===== src/rtl/gpx_pkg.sv =====
package gpx_pkg;

    localparam logic [3:0] DEV_PREFIX = 4'b0100;

    typedef enum logic [2:0] {
        ST_IDLE,
        ST_ADDR,
        ST_CMD,
        ST_WDATA,
        ST_RDATA,
        ST_SKIP
    } gpx_state_t;

    typedef enum logic [2:0] {
        RG_IN,
        RG_OUT,
        RG_POL,
        RG_CFG,
        RG_PULL,
        RG_MASK,
        RG_NONE
    } gpx_reg_t;

    // Map a pointer value onto a register kind; bit 0 picks the port.
    function automatic gpx_reg_t gpx_decode(input logic [7:0] c);
        gpx_reg_t k;
        if (c[7:3] == 5'b00000) begin
            unique case (c[2:1])
                2'd0: k = RG_IN;
                2'd1: k = RG_OUT;
                2'd2: k = RG_POL;
                default: k = RG_CFG;
            endcase
        end else if (c[7:2] == 6'b010010) begin
            k = c[1] ? RG_MASK : RG_PULL;
        end else begin
            k = RG_NONE;
        end
        return k;
    endfunction

endpackage


===== src/rtl/gpx_addr_match.sv =====
module gpx_addr_match
    import gpx_pkg::*;
#(
    parameter int STRAP_W = 3
) (
    input  logic [7:0]         byte_in,
    input  logic [STRAP_W-1:0] strap,
    output logic               hit,
    output logic               is_read
);
    localparam int PFX_W = 7 - STRAP_W;

    assign hit     = (byte_in[7:1] == {DEV_PREFIX[PFX_W-1:0], strap});
    assign is_read = byte_in[0];
endmodule


===== src/rtl/gpx_reg_bank.sv =====
module gpx_reg_bank
    import gpx_pkg::*;
#(
    parameter int PORT_W = 8,
    parameter int NPORT  = 2
) (
    input  logic                    clk,
    input  logic                    rst_n,
    input  logic                    wr_en,
    input  logic [7:0]              ptr,
    input  logic [PORT_W-1:0]       wr_data,
    input  logic [NPORT*PORT_W-1:0] pin_in,
    output logic                    hit,
    output logic [PORT_W-1:0]       rd_data,
    output logic [NPORT*PORT_W-1:0] out_q,
    output logic [NPORT*PORT_W-1:0] pol_q,
    output logic [NPORT*PORT_W-1:0] cfg_q,
    output logic [NPORT*PORT_W-1:0] pull_q,
    output logic [NPORT*PORT_W-1:0] mask_q
);
    localparam logic [PORT_W-1:0] ONES  = '1;
    localparam logic [PORT_W-1:0] ZEROS = '0;

    gpx_reg_t kind;
    logic     sel;

    assign kind = gpx_decode(ptr);
    assign sel  = ptr[0];
    assign hit  = (kind != RG_NONE);

    for (genvar p = 0; p < NPORT; p++) begin : g_port
        logic [PORT_W-1:0] out_r, pol_r, cfg_r, pull_r, mask_r;
        logic              we;

        assign we = wr_en && (int'(sel) == p);

        always_ff @(posedge clk or negedge rst_n) begin
            if (!rst_n) begin
                out_r  <= ONES;
                pol_r  <= ZEROS;
                cfg_r  <= ONES;
                pull_r <= ONES;
                mask_r <= ONES;
            end else if (we) begin
                unique case (kind)
                    RG_OUT:  out_r  <= wr_data;
                    RG_POL:  pol_r  <= wr_data;
                    RG_CFG:  cfg_r  <= wr_data;
                    RG_PULL: pull_r <= wr_data;
                    RG_MASK: mask_r <= wr_data;
                    default: ;
                endcase
            end
        end

        assign out_q [p*PORT_W +: PORT_W] = out_r;
        assign pol_q [p*PORT_W +: PORT_W] = pol_r;
        assign cfg_q [p*PORT_W +: PORT_W] = cfg_r;
        assign pull_q[p*PORT_W +: PORT_W] = pull_r;
        assign mask_q[p*PORT_W +: PORT_W] = mask_r;
    end

    always_comb begin
        unique case (kind)
            RG_IN:   rd_data = pin_in[sel*PORT_W +: PORT_W] ^ pol_q[sel*PORT_W +: PORT_W];
            RG_OUT:  rd_data = out_q [sel*PORT_W +: PORT_W];
            RG_POL:  rd_data = pol_q [sel*PORT_W +: PORT_W];
            RG_CFG:  rd_data = cfg_q [sel*PORT_W +: PORT_W];
            RG_PULL: rd_data = pull_q[sel*PORT_W +: PORT_W];
            RG_MASK: rd_data = mask_q[sel*PORT_W +: PORT_W];
            default: rd_data = ZEROS;
        endcase
    end
endmodule


===== src/rtl/gpx_reg_front.sv =====
module gpx_reg_front
    import gpx_pkg::*;
#(
    parameter int PORT_W  = 8,
    parameter int STRAP_W = 3,
    localparam int NPORT  = 2,
    localparam int BUS_W  = NPORT * PORT_W
) (
    input  logic               clk,
    input  logic               rst_n,
    input  logic [STRAP_W-1:0] strap_addr,
    input  logic [BUS_W-1:0]   pin_in,
    input  logic               ev_start,
    input  logic               ev_stop,
    input  logic               ev_byte_valid,
    input  logic [7:0]         ev_byte,
    input  logic               ev_rd_req,
    output logic               ack_p,
    output logic               nack_p,
    output logic               rd_valid,
    output logic [7:0]         rd_data,
    output logic [BUS_W-1:0]   out_q,
    output logic [BUS_W-1:0]   pol_q,
    output logic [BUS_W-1:0]   cfg_q,
    output logic [BUS_W-1:0]   pull_q,
    output logic [BUS_W-1:0]   mask_q
);
    gpx_state_t        st, st_n;
    logic [7:0]        ptr;
    logic              addr_hit, addr_rd;
    logic              bank_hit;
    logic [PORT_W-1:0] bank_rd;
    logic              bus_evt;
    logic              byte_ev, req_ev;
    logic              bank_we;

    // Start/stop take priority over byte and read events in the same cycle.
    assign bus_evt = ev_start || ev_stop;
    assign byte_ev = ev_byte_valid && !bus_evt;
    assign req_ev  = ev_rd_req && !bus_evt;
    assign bank_we = byte_ev && (st == ST_WDATA) && bank_hit;

    gpx_addr_match #(.STRAP_W(STRAP_W)) u_match (
        .byte_in (ev_byte),
        .strap   (strap_addr),
        .hit     (addr_hit),
        .is_read (addr_rd)
    );

    gpx_reg_bank #(.PORT_W(PORT_W), .NPORT(NPORT)) u_bank (
        .clk     (clk),
        .rst_n   (rst_n),
        .wr_en   (bank_we),
        .ptr     (ptr),
        .wr_data (ev_byte[PORT_W-1:0]),
        .pin_in  (pin_in),
        .hit     (bank_hit),
        .rd_data (bank_rd),
        .out_q   (out_q),
        .pol_q   (pol_q),
        .cfg_q   (cfg_q),
        .pull_q  (pull_q),
        .mask_q  (mask_q)
    );

    // Next-state logic.
    always_comb begin
        st_n = st;
        if (ev_stop) begin
            st_n = ST_IDLE;
        end else if (ev_start) begin
            st_n = ST_ADDR;
        end else begin
            unique case (st)
                ST_ADDR: begin
                    if (byte_ev) begin
                        if (!addr_hit)    st_n = ST_SKIP;
                        else if (addr_rd) st_n = ST_RDATA;
                        else              st_n = ST_CMD;
                    end
                end
                ST_CMD: begin
                    if (byte_ev) st_n = ST_WDATA;
                end
                default: ;
            endcase
        end
    end

    // State register.
    always_ff @(posedge clk or negedge rst_n) begin
        if (!rst_n) st <= ST_IDLE;
        else        st <= st_n;
    end

    // Outputs and pointer.
    always_ff @(posedge clk or negedge rst_n) begin
        if (!rst_n) begin
            ack_p    <= 1'b0;
            nack_p   <= 1'b0;
            rd_valid <= 1'b0;
            rd_data  <= '0;
            ptr      <= '0;
        end else begin
            ack_p    <= 1'b0;
            nack_p   <= 1'b0;
            rd_valid <= 1'b0;
            unique case (st)
                ST_ADDR: begin
                    if (byte_ev) begin
                        ack_p  <= addr_hit;
                        nack_p <= !addr_hit;
                    end
                end
                ST_CMD: begin
                    if (byte_ev) begin
                        ptr   <= ev_byte;
                        ack_p <= 1'b1;
                    end
                end
                ST_WDATA: begin
                    if (byte_ev) begin
                        ack_p  <= bank_hit;
                        nack_p <= !bank_hit;
                        if (bank_hit) ptr[0] <= !ptr[0];
                    end
                end
                ST_RDATA: begin
                    if (req_ev) begin
                        rd_valid <= 1'b1;
                        rd_data  <= bank_hit ? 8'(bank_rd) : 8'h00;
                        if (bank_hit) ptr[0] <= !ptr[0];
                    end
                end
                default: ;
            endcase
        end
    end
endmodule


===== config.mk =====
export PLATFORM = sky130hd
export DESIGN_NAME = gpx_reg_front
export DESIGN_NICKNAME = d
export VERILOG_FILES = /design/src/rtl/gpx_pkg.sv /design/src/rtl/gpx_addr_match.sv /design/src/rtl/gpx_reg_bank.sv /design/src/rtl/gpx_reg_front.sv
export SDC_FILE = /design/constraint.sdc
export NUM_CORES = 1
export LEC_CHECK = 0
export ABC_CLOCK_PERIOD_IN_PS = 2750
export BUFFER_PORTS_ARGS = -buffer_cell sky130_fd_sc_hd__buf_2
export CAP_MARGIN = 30
export CORE_MARGIN = 4
export CORE_UTILIZATION = 39
export CTS_BUF_LIST = sky130_fd_sc_hd__clkbuf_2 sky130_fd_sc_hd__clkbuf_4 sky130_fd_sc_hd__clkbuf_8
export DETAILED_ROUTE_END_ITERATION = 16
export PLACE_DENSITY = 0.69
export SLEW_MARGIN = 20
export SYNTH_ARGS = -nofsm -noshare
export SYNTH_HDL_FRONTEND = slang
export SYNTH_SLANG_ARGS = --single-unit

===== constraint.sdc =====
create_clock -name clk -period 2.75 [get_ports clk]
set_input_delay 0.275 -clock clk [delete_from_list [all_inputs] [get_ports clk]]
set_output_delay 0.275 -clock clk [all_outputs]
set_load 0.1 [all_outputs]

Word-level counts from Yosys, hierarchy flattened. Index checks and enable logic that the tools add are counted.

Shift-type cells: 6. Muxes and demuxes: 27. Equality and inequality tests: 19. Bitwise operators: 2. Reductions and logical operators: 30.

Operators by type and width (number): 16-bit by 5-bit variable part select with 8-bit output (6); 8-bit case mux with 6 select lines (1); 3-bit 2-to-1 mux (8); 2-bit AND reduction (12); 3-bit by 2-bit == test with 1-bit output, second input constant (4); 1-bit 2-to-1 mux (12); 3-bit == test, second input constant (3); 8-bit 2-to-1 mux (1); 4-bit inequality test, second input constant (2); 8-bit bitwise XOR (1); 7-bit by 6-bit == test with 1-bit output (1); 3-bit by 1-bit == test with 1-bit output, second input constant (2); 6-bit by 5-bit == test with 1-bit output, second input constant (1); 1-bit logical AND (6); 2-bit inequality test, second input constant (3); 1-bit case mux with 3 select lines (2); 2-bit case mux with 3 select lines (1); 3-bit case mux with 2 select lines (1); 5-bit zero test (1); 1-bit zero test (4); 4-bit AND reduction (1); 4-bit nonzero test (1); 3-bit zero test (1); 3-bit inequality test, second input constant (1); 8 further kinds (8).

Register bits after elaboration: 102. Word-level logic and storage cells: 101. Output and inout bits: 91. Input bits: 33.

Depth between registers and ports, before layout.
Depth in word-level cells: 7. Mapped depth: 8. Mapped depth without buffers: 5.

Cells and area by module. From an unflattened synthesis, not the netlist that was laid out.

Cells, all modules: 444. Area, all modules: 5297.6 µm².

Modules (own cells, without submodules): gpx_reg_bank (times used 1, sequential area each 2082.0 µm², cells an instance 342, area each 4217.8 µm²); gpx_reg_front (times used 1, sequential area each 550.5 µm², cells an instance 96, area each 1029.7 µm²); gpx_addr_match (times used 1, sequential area each 0.0 µm², cells an instance 6, area each 50.0 µm²).

Worst setup path after synthesis. Ideal clock, no wire load.

Path kind: reg-to-reg. Start: register ptr[7]. End: register u_bank.g_port[1].out_r[0]. Data arrival time: 1.997 ns. Library setup time: 0.082 ns. Data required time: 2.668 ns. Buffers on the path: 1. Stages on the path, launching flop included: 6. Period minus slack after synthesis: 2.080 ns. Slack: 0.670 ns. Cell sequence: dfrtp_1 or3_1 or4_4 or2_1 buf_6 mux2_4.

Word-level cells in the longest chain between the ends: 7. Elaborated cells on any way between the ends: 9. Classes of those cells: eq/ne (3); mux (2); reduce/logical (4).

Ends and longest elaborated chain: from (decl) (line gpx_reg_front.sv:29) `logic [7:0] ptr;`; from (signal assigned) (line gpx_reg_front.sv:117) `ptr <= ev_byte;`; 6-bit by 5-bit == test with 1-bit output (line gpx_pkg.sv:34) `end else if (c[7:2] == 6'b010010) begin`; 3-bit 2-to-1 mux (line gpx_pkg.sv:34); 3-bit 2-to-1 mux * (line gpx_pkg.sv:27) `if (c[7:3] == 5'b00000) begin`; 3-bit inequality test (line gpx_reg_bank.sv:29) `assign hit = (kind != RG_NONE);`; 1-bit logical AND (line gpx_reg_front.sv:41) `assign bank_we = byte_ev && (st == ST_WDATA) && bank_hit;`; 1-bit logical AND (line gpx_reg_bank.sv:35) `assign we = wr_en && (int'(sel) == p);`; 2-bit AND reduction (no line) *; to (signal assigned) (line gpx_reg_bank.sv:46) `RG_OUT: out_r <= wr_data;`; to (decl) (line gpx_reg_bank.sv:32) `logic [PORT_W-1:0] out_r, pol_r, cfg_r, pull_r, mask_r;`.

Mark *: on every way between the ends. The rest lies on a longest branch, timed or not. A chain may end at the register's enable or synchronous reset.

Worst setup path in the final report.
Start: register ptr[7]. End: register u_bank.g_port[1].pol_r[7].

Word-level cells in the longest chain between the ends: 7. Elaborated cells on any way between the ends: 9. Classes of those cells: eq/ne (3); mux (2); reduce/logical (4).

Ends and longest elaborated chain: 6-bit by 5-bit == test with 1-bit output (line gpx_pkg.sv:34); 3-bit 2-to-1 mux (line gpx_pkg.sv:34); 3-bit 2-to-1 mux * (line gpx_pkg.sv:27); 3-bit inequality test (line gpx_reg_bank.sv:29); 1-bit logical AND (line gpx_reg_front.sv:41); 1-bit logical AND (line gpx_reg_bank.sv:35); 2-bit AND reduction (no line) *; to (signal assigned) (line gpx_reg_bank.sv:47) `RG_POL: pol_r <= wr_data;`; to (decl) (line gpx_reg_bank.sv:32).

Marks and branches as above.

==> results by group <==
Critical path
  • CP max stage delay: 430 ps
  • Worst r2r path cells: 5
  • CP Max Fanout: 8
  • Critical path buffers and inverters: 0
  • CP Depth: 5
  • CP Data Arrival Time: 2770 ps
  • CP top delay family: simple AND/OR/NAND/NOR gates
  • CP cell instances: nor3_1 -> o21ai_1 -> nor3_2 -> nand3_1 -> mux2_2
  • CP startpoint kind: flip-flop
  • Critical path type: reg -> reg
  • CP max-delay cell: nor3_1
  • Setup crit end kind: flip-flop
  • Worst path required time: roughly 3000 ps

Floorplan
  • Die Y: 123 um
  • Core ar.: 12800 sq um
  • Row count: a little over 40
  • # IOs: 124
  • Die area: 15100 sq um
  • DIE WIDTH: approximately 120 um
  • Initial Util: about two fifths

Run
  • MaxCap Viol Count: 0

STA
  • Slew Limit Fails: 0
  • Max-slew headroom: 53.1%
  • Worst setup margin: 241 ps
  • Final hold viol count: 0
  • Min Tclk post-route: 2510 ps
  • Clk_skew: 15.8 ps
  • TNS Setup: 0 ps
  • Crit share post-route: 91.2%
  • RSZ-0062 raised after global routing: no
  • Fmax: 399 MHz
  • Final Setup Violations: 0
  • Hold slack: 82.4 ps
  • Worst-Margin Slew: around 700 ps

Run status
  • Status: completed

Place
  • Routability cong.: between 0.8 and 0.9
  • Dpl cell area: around 6000 sq um
  • Post-place setup slack: 181 ps
  • IO Port Bufs: about 120
  • DP HPWL: about 11000 um

Yosys
  • Mapped Area: 5160 sq um
  • Netlist cell types: 51
  • Area share of the largest cell type after synthesis: between 30% and 40%
  • Sequential-to-total area share from yosys stat: 51.0%
  • Syn_nets: 457
  • Synth warn: 0
  • Top cells by area, synth: dfstp_2 33%, mux2_2 19%, dfrtp_1 18%, mux4_2 3.5%, nand2_1 3.1%
  • Cells after Synth: 424
  • Syn avg cell area: 12.2 sq um
  • Number of synthesized flops with an enable pin: 0
  • Post-synth top area cell: dfstp_2
  • Ys flop type: dfstp_2
  • FF+latch count, synth: 102
  • Ys async rst share: 100%

Finish
  • Final non-filler cell area: between 6000 and 7000 sq um
  • N_diodes: 0
  • Area grow syn2layout: 19.7%
  • Share of layout cells above drive strength 1: 61.5%
  • Final-stage net count: between 500 and 600

Power and ir drop
  • Clock share of power: 35.4%
  • PD cells: 450 nW/um^2
  • Switching share of power: 26.3%
  • Sequential share of power: approximately 55%
  • Combinational power share: approximately a tenth
  • Switch Pwr: 731 uW
  • VDD IR max: around 0.21 mV
  • Pint: between 2000 and 2500 uW
  • Leak pwr: approximately 0.0029 uW

CTS
  • Cts bufs inserted: 9
  • Clk sink count: around 100
  • Htree depth: 3
  • Post-CTS setup buffer count: 0
  • Root buf cell: clkbuf_8
  • Clock Latency Late Sink: between 300 and 400 ps
  • CTS tree: done
  • Clock Pin Slew Worst Setup and Hold Paths: 100 ps
  • Clock Path Buffers: 2

Global routing
  • GRT Total Usage: 19.9%
  • First-pass GRT wire length: 22700 um
  • Vias in the first global route: 4035
  • Total global routing overflow: 0
  • Largest net degree at the start of global routing: 55
  • Initial antenna violation count: 0

Drt
  • WL final: between 10000 and 15000 um
  • Via-per-instance ratio: 5.45
  • Number of remaining DRC errors: 0
  • Antenna Nets Post-Route: 0
  • Router iterations before antenna repair: 5
  • WL/cell: 20.2 um
  • Total number of vias: 3916
  • Detailed Route Iter0 Violations: 238

Hold path
  • Hold Crit Class: in -> reg
  • Hold path depth: 2
cells by family after synthesis:
logic type | share of synthesized area [%]
buffers and inverters | 2.76
XOR/XNOR | 0.509
AO/OA/AOI/OAI | 8.88
multiplexers | 26.6
flip-flops | 51.0
AND/OR/NAND/NOR | 10.2
sequential cells by signal, summed over array words and instances (netlist names):
| name | flops |
|---|---|
| ack_p | 1 |
| nack_p | 1 |
| ptr | 8 |
| rd_data | 8 |
| rd_valid | 1 |
| st | 3 |
| u_bank.g_port.cfg_r | 16 |
| u_bank.g_port.mask_r | 16 |
| u_bank.g_port.out_r | 16 |
| u_bank.g_port.pol_r | 16 |
| u_bank.g_port.pull_r | 16 |
placed cells by master, fill, tap and decap left out, drive strengths merged, types with 4 or more instances in the layout:
master    n
buf     134
mux2     97
nand3     9
nor2     16
mux2i     7
a21oi    21
and2      4
o211ai    5
inv       6
dfrtp    38
mux4      8
a222oi    6
clkbuf   12
dfstp    64
nor3     14
nand2    43
a31o      8
o21ai    15
cells in the mapped netlist (all sizes together) (2+ instances only):
| master | instances |
|---|---|
| mux2 | 97 |
| dfstp | 64 |
| nand2 | 43 |
| dfrtp | 38 |
| a21oi | 21 |
| clkbuf | 18 |
| nor2 | 16 |
| o21ai | 15 |
| nor3 | 14 |
| buf | 11 |
| nand3 | 9 |
| a31o | 8 |
| mux4 | 8 |
| mux2i | 7 |
| a222oi | 6 |
| inv | 5 |
| o211ai | 5 |
| and2 | 4 |
| nand4 | 3 |
| xnor2 | 3 |
| a21boi | 2 |
| a221oi | 2 |
| a22oi | 2 |
| and3 | 2 |
| nor3b | 2 |
| o31ai | 2 |
| or3 | 2 |
routing by layer:
| metal | GRT usage, % | vias up | wire [um] | part of all wire (%) |
|---|---|---|---|---|
| met5 | 0 | - | 0 | 0 |
| met4 | 5.67 | 0 | 228 | 1.6 |
| met3 | 4.30 | 17 | 1050 | 7.2 |
| met2 | 31.1 | 157 | 6620 | 46 |
| met1 | 28.2 | 1961 | 6610 | 46 |
| li1 | - | 1781 | - | - |
final timing paths:
kind / from / end / slack [ps]
worst max-delay path: ptr[7] / u_bank.g_port[1].pol_r[7] / 240
worst min-delay path: ev_stop / st[0] / 80
worst max register to register: ptr[7] / u_bank.g_port[1].pol_r[7] / 240
worst min register to register: ptr[5] / ptr[5] / 560
max in group asynchronous: rst_n / u_bank.g_port[1].mask_r[5] / 1390
min in group asynchronous: rst_n / ptr[5] / 490
metrics by stage:
step | util (%) | total power (uW) | cells
after floorplan | - | 1720 | 424
after global placement | 46.6 | 1820 | 701
after detailed placement | 46.6 | 1820 | 701
after CTS | 48.3 | 2810 | 718
after global routing | 48.3 | 2900 | 718
final | 48.3 | 2780 | 718
power by group through the flow:
stage / Clock (uW) / Combinational, uW / Sequential (uW)
after floorplan: 0 / 60.2 / 1660
after global placement: 0 / 262 / 1560
after detailed placement: 0 / 266 / 1560
after CTS: 1010 / 268 / 1530
after global routing: 1080 / 283 / 1530
final: 984 / 266 / 1530
timing repair:
item,in CTS,in global routing
hold endpoints to repair,38,0
resized for setup,0,1
hold buffers,1,0
endpoints found under the setup margin,0,29
final cells by class:
class	count	area, sq um
fill	1182	6600
sequential	102	2630
multi-input combinational	288	2390
timing repair buffer	135	711
tap	172	215
clock buffer	12	153
clock inverter	4	56.3
inverter	5	18.8
Power figures use the tool's default switching activity.
